## config.mk

```make
export PLATFORM = sky130hd
export DESIGN_NAME = uart_regfront
export DESIGN_NICKNAME = d
export VERILOG_FILES = /design/src/rtl/uart_rf_pkg.sv /design/src/rtl/uart_rf_gate.sv /design/src/rtl/uart_rf_tx.sv /design/src/rtl/uart_rf_rx.sv /design/src/rtl/uart_rf_regs.sv /design/src/rtl/uart_regfront.sv
export SDC_FILE = /design/constraint.sdc
export NUM_CORES = 1
export LEC_CHECK = 0
export ABC_CLOCK_PERIOD_IN_PS = 3500
export BUFFER_PORTS_ARGS = -buffer_cell sky130_fd_sc_hd__buf_2
export CORE_ASPECT_RATIO = 1.2
export CORE_MARGIN = 4
export CORE_UTILIZATION = 57
export DETAILED_ROUTE_END_ITERATION = 12
export MAX_ROUTING_LAYER = met4
export PLACE_DENSITY = 0.85
export SYNTH_ARGS = -nofsm -noshare
export SYNTH_HDL_FRONTEND = slang
export SYNTH_SLANG_ARGS = --single-unit
```

## constraint.sdc

```tcl
create_clock -name clk -period 3.5 [get_ports clk]
set_input_delay 0.175 -clock clk [delete_from_list [all_inputs] [get_ports clk]]
set_output_delay 0.175 -clock clk [all_outputs]
set_load 0.005 [all_outputs]
```

## src/rtl/uart_rf_pkg.sv

```systemverilog
package uart_rf_pkg;

  localparam int CHAR_W  = 8;
  localparam int SCALE_W = 12;
  localparam int STEP_W  = 16;

  localparam int OFS_DATA = 0;
  localparam int OFS_CTRL = 4;
  localparam int OFS_CLK  = 8;

  localparam int DAT_RXV     = 8;
  localparam int DAT_TXR     = 9;
  localparam int CTL_MODE_LO = 2;
  localparam int CTL_OVR     = 4;
  localparam int CTL_TXF     = 7;
  localparam int CTL_RXF     = 8;
  localparam int CLK_SCALE_LO = 16;

  typedef enum logic [1:0] {
    MODE_OFF  = 2'd0,
    MODE_DTE  = 2'd1,
    MODE_DCE  = 2'd2,
    MODE_DCE2 = 2'd3
  } mode_e;

  typedef struct packed {
    mode_e mode;
    logic  tx_force;
    logic  rx_force;
  } ctrl_t;

  function automatic logic [31:0] pack_data(logic [CHAR_W-1:0] c, logic rxv, logic txr);
    logic [31:0] w;
    w = '0;
    w[CHAR_W-1:0] = rxv ? c : '0;
    w[DAT_RXV] = rxv;
    w[DAT_TXR] = txr;
    return w;
  endfunction

  function automatic logic [31:0] pack_ctrl(ctrl_t c, logic ovr);
    logic [31:0] w;
    w = '0;
    w[CTL_MODE_LO +: 2] = c.mode;
    w[CTL_OVR] = ovr;
    w[CTL_TXF] = c.tx_force;
    w[CTL_RXF] = c.rx_force;
    return w;
  endfunction

  function automatic logic [31:0] pack_clk(logic [SCALE_W-1:0] sc, logic [STEP_W-1:0] st);
    logic [31:0] w;
    w = '0;
    w[CLK_SCALE_LO +: SCALE_W] = sc;
    w[STEP_W-1:0] = st;
    return w;
  endfunction

  // Returns {tx gate, rx gate} taken from the handshake pair for a mode.
  function automatic logic [1:0] hs_route(mode_e m, logic [1:0] hs);
    case (m)
      MODE_OFF: return 2'b00;
      MODE_DTE: return {hs[0], hs[1]};
      default:  return {hs[1], hs[0]};
    endcase
  endfunction

endpackage

```

## src/rtl/uart_rf_gate.sv

```systemverilog
module uart_rf_gate
  import uart_rf_pkg::*;
(
  input  mode_e      mode,
  input  logic       tx_force,
  input  logic       rx_force,
  input  logic [1:0] hs_in,
  output logic       core_en,
  output logic       tx_ok,
  output logic       rx_ok
);
  logic [1:0] routed;

  assign routed  = hs_route(mode, hs_in);
  assign core_en = (mode != MODE_OFF);
  assign tx_ok   = core_en && (tx_force || routed[1]);
  assign rx_ok   = core_en && (rx_force || routed[0]);
endmodule

```

## src/rtl/uart_rf_tx.sv

```systemverilog
module uart_rf_tx #(
  parameter int DBITS = 8
) (
  input  logic             clk,
  input  logic             rst_n,
  input  logic             en,
  input  logic             tick,
  input  logic             go,
  input  logic [DBITS-1:0] char_in,
  output logic             take,
  output logic             txd
);
  localparam int CW = $clog2(DBITS + 2);
  localparam logic [CW-1:0] STOP_IDX = CW'(DBITS);

  logic             busy;
  logic [CW-1:0]    idx;
  logic [DBITS-1:0] sh;

  assign take = en && tick && go && !busy;

  always_ff @(posedge clk or negedge rst_n) begin
    if (!rst_n) begin
      busy <= 1'b0;
      idx  <= '0;
      sh   <= '0;
      txd  <= 1'b1;
    end else if (!en) begin
      busy <= 1'b0;
      idx  <= '0;
      txd  <= 1'b1;
    end else if (take) begin
      busy <= 1'b1;
      idx  <= '0;
      sh   <= char_in;
      txd  <= 1'b0;
    end else if (busy && tick) begin
      if (idx < STOP_IDX) begin
        txd <= sh[0];
        sh  <= sh >> 1;
        idx <= idx + 1'b1;
      end else if (idx == STOP_IDX) begin
        txd <= 1'b1;
        idx <= idx + 1'b1;
      end else begin
        busy <= 1'b0;
        idx  <= '0;
      end
    end
  end
endmodule

```

## src/rtl/uart_rf_rx.sv

```systemverilog
module uart_rf_rx #(
  parameter int DBITS = 8,
  parameter int SYNC  = 2
) (
  input  logic             clk,
  input  logic             rst_n,
  input  logic             en,
  input  logic             tick,
  input  logic             ok,
  input  logic             rxd,
  output logic             done,
  output logic [DBITS-1:0] char_out
);
  localparam int CW = $clog2(DBITS + 1);
  localparam logic [CW-1:0] LAST_IDX = CW'(DBITS);

  logic [SYNC-1:0]  sync_q;
  logic             line;
  logic             busy;
  logic [CW-1:0]    idx;
  logic [DBITS-1:0] sh;
  logic             start;

  assign line  = sync_q[SYNC-1];
  assign start = en && tick && ok && !busy && !line;

  always_ff @(posedge clk or negedge rst_n) begin
    if (!rst_n) sync_q <= '1;
    else        sync_q <= {sync_q[SYNC-2:0], rxd};
  end

  always_ff @(posedge clk or negedge rst_n) begin
    if (!rst_n) begin
      busy     <= 1'b0;
      idx      <= '0;
      sh       <= '0;
      done     <= 1'b0;
      char_out <= '0;
    end else if (!en) begin
      busy <= 1'b0;
      idx  <= '0;
      done <= 1'b0;
    end else begin
      done <= 1'b0;
      if (start) begin
        busy <= 1'b1;
        idx  <= '0;
      end else if (busy && tick) begin
        if (idx < LAST_IDX) begin
          sh  <= {line, sh[DBITS-1:1]};
          idx <= idx + 1'b1;
        end else begin
          busy <= 1'b0;
          idx  <= '0;
          if (line) begin
            done     <= 1'b1;
            char_out <= sh;
          end
        end
      end
    end
  end
endmodule

```

## src/rtl/uart_rf_regs.sv

```systemverilog
module uart_rf_regs
  import uart_rf_pkg::*;
#(
  parameter int ADDR_W = 4
) (
  input  logic              clk,
  input  logic              rst_n,
  input  logic              wr_en,
  input  logic [ADDR_W-1:0] addr,
  input  logic [31:0]       wdata,
  output logic [31:0]       rdata,
  input  logic              rx_done,
  input  logic [CHAR_W-1:0] rx_char_in,
  input  logic              tx_take,
  output logic [CHAR_W-1:0] tx_char,
  output logic              tx_full,
  output logic              rx_full,
  output logic [CHAR_W-1:0] rx_held,
  output ctrl_t             ctrl,
  output logic              overrun,
  output logic [SCALE_W-1:0] scale,
  output logic [STEP_W-1:0] step,
  output logic              tx_queue,
  output logic              rx_ack,
  output logic              rx_drop,
  output logic              ovr_clr
);
  logic hit_data, hit_ctrl, hit_clk;
  logic wr_data, wr_ctrl, wr_clk;
  logic unused_hi;

  assign hit_data = (addr == ADDR_W'(OFS_DATA));
  assign hit_ctrl = (addr == ADDR_W'(OFS_CTRL));
  assign hit_clk  = (addr == ADDR_W'(OFS_CLK));
  assign wr_data  = wr_en && hit_data;
  assign wr_ctrl  = wr_en && hit_ctrl;
  assign wr_clk   = wr_en && hit_clk;
  assign unused_hi = ^wdata[31:28];

  assign tx_queue = wr_data && wdata[DAT_TXR] && !tx_full;
  assign rx_ack   = wr_data && wdata[DAT_RXV];
  assign rx_drop  = rx_done && rx_full && !rx_ack;
  assign ovr_clr  = wr_ctrl && wdata[CTL_OVR];

  always_ff @(posedge clk or negedge rst_n) begin
    if (!rst_n) begin
      tx_full <= 1'b0;
      tx_char <= '0;
    end else if (tx_queue) begin
      tx_full <= 1'b1;
      tx_char <= wdata[CHAR_W-1:0];
    end else if (tx_take) begin
      tx_full <= 1'b0;
    end
  end

  always_ff @(posedge clk or negedge rst_n) begin
    if (!rst_n) begin
      rx_full <= 1'b0;
      rx_held <= '0;
    end else if (rx_done && !rx_drop) begin
      rx_full <= 1'b1;
      rx_held <= rx_char_in;
    end else if (rx_ack) begin
      rx_full <= 1'b0;
    end
  end

  always_ff @(posedge clk or negedge rst_n) begin
    if (!rst_n)       overrun <= 1'b0;
    else if (rx_drop) overrun <= 1'b1;
    else if (ovr_clr) overrun <= 1'b0;
  end

  always_ff @(posedge clk or negedge rst_n) begin
    if (!rst_n) begin
      ctrl <= '{mode: MODE_OFF, tx_force: 1'b0, rx_force: 1'b0};
    end else if (wr_ctrl) begin
      ctrl.mode     <= mode_e'(wdata[CTL_MODE_LO +: 2]);
      ctrl.tx_force <= wdata[CTL_TXF];
      ctrl.rx_force <= wdata[CTL_RXF];
    end
  end

  always_ff @(posedge clk or negedge rst_n) begin
    if (!rst_n) begin
      scale <= '0;
      step  <= '0;
    end else if (wr_clk) begin
      scale <= wdata[CLK_SCALE_LO +: SCALE_W];
      step  <= wdata[STEP_W-1:0];
    end
  end

  always_comb begin
    if (hit_data)      rdata = pack_data(rx_held, rx_full, !tx_full);
    else if (hit_ctrl) rdata = pack_ctrl(ctrl, overrun);
    else if (hit_clk)  rdata = pack_clk(scale, step);
    else               rdata = '0;
  end
endmodule

```

## src/rtl/uart_regfront.sv

```systemverilog
module uart_regfront
  import uart_rf_pkg::*;
#(
  parameter int ADDR_W = 4
) (
  input  logic              clk,
  input  logic              rst_n,
  input  logic              bus_wr,
  input  logic [ADDR_W-1:0] bus_addr,
  input  logic [31:0]       bus_wdata,
  output logic [31:0]       bus_rdata,
  input  logic              baud_tick,
  output logic [11:0]       baud_scale,
  output logic [15:0]       baud_step,
  input  logic [1:0]        hs_in,
  output logic              txd,
  input  logic              rxd
);
  // Named internal events, also observed by the bound checker.
  logic              core_en, tx_ok, rx_ok;
  logic              tx_take, tx_full, tx_queue;
  logic              rx_done, rx_full, rx_ack, rx_drop;
  logic              overrun, ovr_clr;
  logic [CHAR_W-1:0] tx_char, rx_char, rx_held;
  ctrl_t             ctrl;

  uart_rf_regs #(.ADDR_W(ADDR_W)) u_regs (
    .clk(clk), .rst_n(rst_n), .wr_en(bus_wr), .addr(bus_addr),
    .wdata(bus_wdata), .rdata(bus_rdata),
    .rx_done(rx_done), .rx_char_in(rx_char), .tx_take(tx_take),
    .tx_char(tx_char), .tx_full(tx_full), .rx_full(rx_full),
    .rx_held(rx_held), .ctrl(ctrl), .overrun(overrun),
    .scale(baud_scale), .step(baud_step),
    .tx_queue(tx_queue), .rx_ack(rx_ack), .rx_drop(rx_drop),
    .ovr_clr(ovr_clr)
  );

  uart_rf_gate u_gate (
    .mode(ctrl.mode), .tx_force(ctrl.tx_force), .rx_force(ctrl.rx_force),
    .hs_in(hs_in), .core_en(core_en), .tx_ok(tx_ok), .rx_ok(rx_ok)
  );

  uart_rf_tx #(.DBITS(CHAR_W)) u_tx (
    .clk(clk), .rst_n(rst_n), .en(core_en), .tick(baud_tick),
    .go(tx_ok && tx_full), .char_in(tx_char), .take(tx_take), .txd(txd)
  );

  uart_rf_rx #(.DBITS(CHAR_W)) u_rx (
    .clk(clk), .rst_n(rst_n), .en(core_en), .tick(baud_tick),
    .ok(rx_ok), .rxd(rxd), .done(rx_done), .char_out(rx_char)
  );
endmodule

```

==> impl_metrics.py <==
metrics = {
    "outcome": {
        "status": "finished with violations",
        "violations": "negative hold slack",
    },
    "clocking": {
        "cts-resized-gates": 0,
        "root_buffer": "clkbuf_8",
        "cts.sinks": 89,
        "clock_latency_ns": 0.37,
        "tritoncts": "yes",
        "cts_max_level": 3,
        "cts.clk_slew.worst_paths_ns": 0.10,
        "cts_buffers": 9,
        "clock_path_buffers": 2,
    },
    "drt": {
        "drt_iter0_drc": 266,
        "wirelength_um": 9010,
        "vias_per_cell": 5.68,
        "ant_nets": 0,
        "wl_per_cell_um": 18.2,
        "vias": 2815,
        "dr.pass1.iters": 5,
        "drc_errors": 0,
    },
    "global_routing": {
        "antenna_found_initial": 0,
        "grt_start_max_net_pins": 90,
        "grt_pass1_wl_um": 14400,
        "track_usage_pct": 22.6,
        "grt-ovfl-total": 0,
        "grt_pass1_vias": 2778,
    },
    "synthesis": {
        "yosys_warnings": 0,
        "synth_edf_count": 0,
        "yosysTopAreaCell": "dfrtp_1",
        "synth-seq-area-share_pct": 55.0,
        "synth-async-reset-ratio_pct": 100,
        "syn_avg_cell_area_um2": 13.1,
        "ys_seq_elements": 89,
        "synth_top_area_share_pct": 53.0,
        "syn_inst": 310,
        "synth.top_cells.by_count": "dfrtp_1, mux2_2, mux2_4",
        "synthTopCellsByArea": "dfrtp_1, mux2_2, mux2_4",
        "yosys.cell_types.count": 54,
        "ys.flop_type": "dfrtp_1",
        "yosysMostFrequentCell": "dfrtp_1",
        "synth_area_mm2": 0.00406,
    },
    "sta": {
        "fin_crit_sh_pct": 57.0,
        "setup_ws_ns": 1.50,
        "hold_violations": 8,
        "setup_tns_ns": 0,
        "fmax_mhz": 501,
        "setup_viol": 0,
        "min_period_ns": 2.00,
        "drv_slew": 0,
        "rsz0062_at_grt": "no",
        "hold_ws_ns": -0.0109,
        "clock_skew_ns": 0.0126,
        "relSlewSlack_pct": 27.2,
        "worst_slew_pin_slew_ns": 1.09,
    },
    "final_layout": {
        "finish.utilization_pct": 69.4,
        "fillers": 495,
        "regArea_mm2": 0.00223,
        "multi_input_area_mm2": 0.00172,
        "diodes": 0,
        "drive_above_1_share_pct": 46.9,
        "areaGrowthSynthToFinish_pct": 18.0,
        "stdcell_count": 496,
        "fin_nets": 450,
    },
    "floorplanning": {
        "fp.coreArea_mm2": 0.00690,
        "die_area_mm2": 0.00854,
        "die_h_um": 100,
        "chipWidth_um": 85.0,
        "initial_core_util_pct": 58.9,
        "rows": 33,
        "ios": 104,
    },
    "pwr": {
        "pwr-share-seq_pct": 50.7,
        "p_clk_share_pct": 28.7,
        "power_switching_w": 0.000767,
        "p_per_area_mw_per_mm2": 569,
        "finalPower_w": 0.00273,
        "netSwitchingFraction_pct": 28.1,
        "p_leak_nw": 2.45,
        "intPower_w": 0.00196,
        "power_frac_comb_pct": 20.6,
        "irDropWorstVdd_uv": 345,
    },
    "critical_path": {
        "path_class": "flop to flop",
        "critical_path.max_fanout": 11,
        "startpoint_type": "flop",
        "crit_arrival_ns": 2.24,
        "rrSetupSlack_ns": 1.50,
        "required_ns": 3.75,
        "critPathCaptureType": "flop",
    },
    "placed_design": {
        "dp_hpwl_um": 6270,
        "io_buffers": 95,
        "place_ws_ns": 1.46,
        "place_congestion": 0.893,
        "dp_cells": 479,
    },
    "worst_hold_path": {
        "min_path_type": "input port to asynchronous set/reset pin",
    },
    "job": {
        "maxCapViolCount": 0,
    },
}
==> cell families after synthesis <==
kind of cell	after synthesis	synth area share (%)
multiplexers	65	19.9
buffers and inverters	21	3.05
AO/OA/AOI/OAI	56	10.2
other	1	0.0924
adder cells (fa/ha/maj)	3	0.925
flip-flops	89	55.0
AND/OR/NAND/NOR	75	10.9
==> placed cells by master, fill, tap and decap left out, drive strengths merged, types with 6 or more instances in the layout <==
cell and instances:
o221a 7, nand2 14, a22o 6, nand2b 10, buf 97, mux2 64, dfrtp 86, a21oi 12
nor2 9, and2 19, o21ai 9, clkbuf 10
==> per-stage QoR <==
step | cell area (um2) | hold slack (ns)
floorplan | 4070 | -0.121
global placement | 4560 | 0.280
detailed placement | 4560 | 0.282
CTS | 4790 | 0.0232
global route | 4790 | 0.0112
finish | 4790 | -0.0109
==> power by group through the flow <==
stage	Clock, W	Sequential [W]	Combinational, W
6_report	0.000781	0.00138	0.000562
5_1_grt	0.000833	0.00141	0.000618
4_1_cts	0.000788	0.00138	0.000569
3_5_place_dp	0	0.00139	0.000568
3_3_place_gp	0	0.00139	0.000541
2_1_floorplan	0	0.00136	0.000372
==> sequential cells by signal, indices dropped and copies added, names as in the netlist, 2 cells and up <==
name	count
u_regs.ctrl	4
u_tx.sh	8
u_rx.char_out	8
u_tx.idx	4
u_regs.tx_char	8
u_rx.idx	4
u_regs.step	16
u_rx.sh	8
u_regs.rx_held	8
u_regs.scale	12
u_rx.sync_q	2
==> cell type report <==
class                      instances  area share (%)
multi-input combinational        203            35.8
timing repair buffer              98            10.5
inverter                           3           0.235
clock inverter                     6            1.91
tap                               87            2.27
sequential                        89            46.6
clock buffer                      10            2.67
==> per-layer routing <==
metal  track usage [%]  part of all wire, %  up-vias
li1                  -                    -     1293
met3              6.16                  6.3       18
met1              29.0                   41     1396
met5                 -                    0        -
met2              34.4                   50      108
met4              8.53                  2.2        0
==> worst max-delay path: stages, from the launching register on <==
cell and delay (ns):
dfrtp_1 0.47, nor2_1 0.66, or3_1 0.22, o21ai_1 0.19, o221a_2 0.33
==> path summary, 6_finish.rpt <==
check,from,to,cells past startpoint
max in group asynchronous,rst_n,u_regs.tx_char[6]$_DFFE_PN0P_,1
max reg2reg,u_regs.ctrl[3]$_DFFE_PN0P_,u_tx.sh[5]$_DFFE_PN0P_,4
min,rst_n,u_regs.scale[0]$_DFFE_PN0P_,1
min in group clk,bus_wdata[14],u_regs.step[14]$_DFFE_PN0P_,2
min reg2reg,u_rx.sync_q[0]$_DFF_PN1_,u_rx.sync_q[1]$_DFF_PN1_,0
max,u_regs.ctrl[3]$_DFFE_PN0P_,u_tx.sh[5]$_DFFE_PN0P_,4
==> timing repair <==
item / CTS / global route
hold endpoints to repair: 1 / 0
hold buffers: 1 / 0
setup buffers: 0 / 0
(Power assumes the default switching activity.)
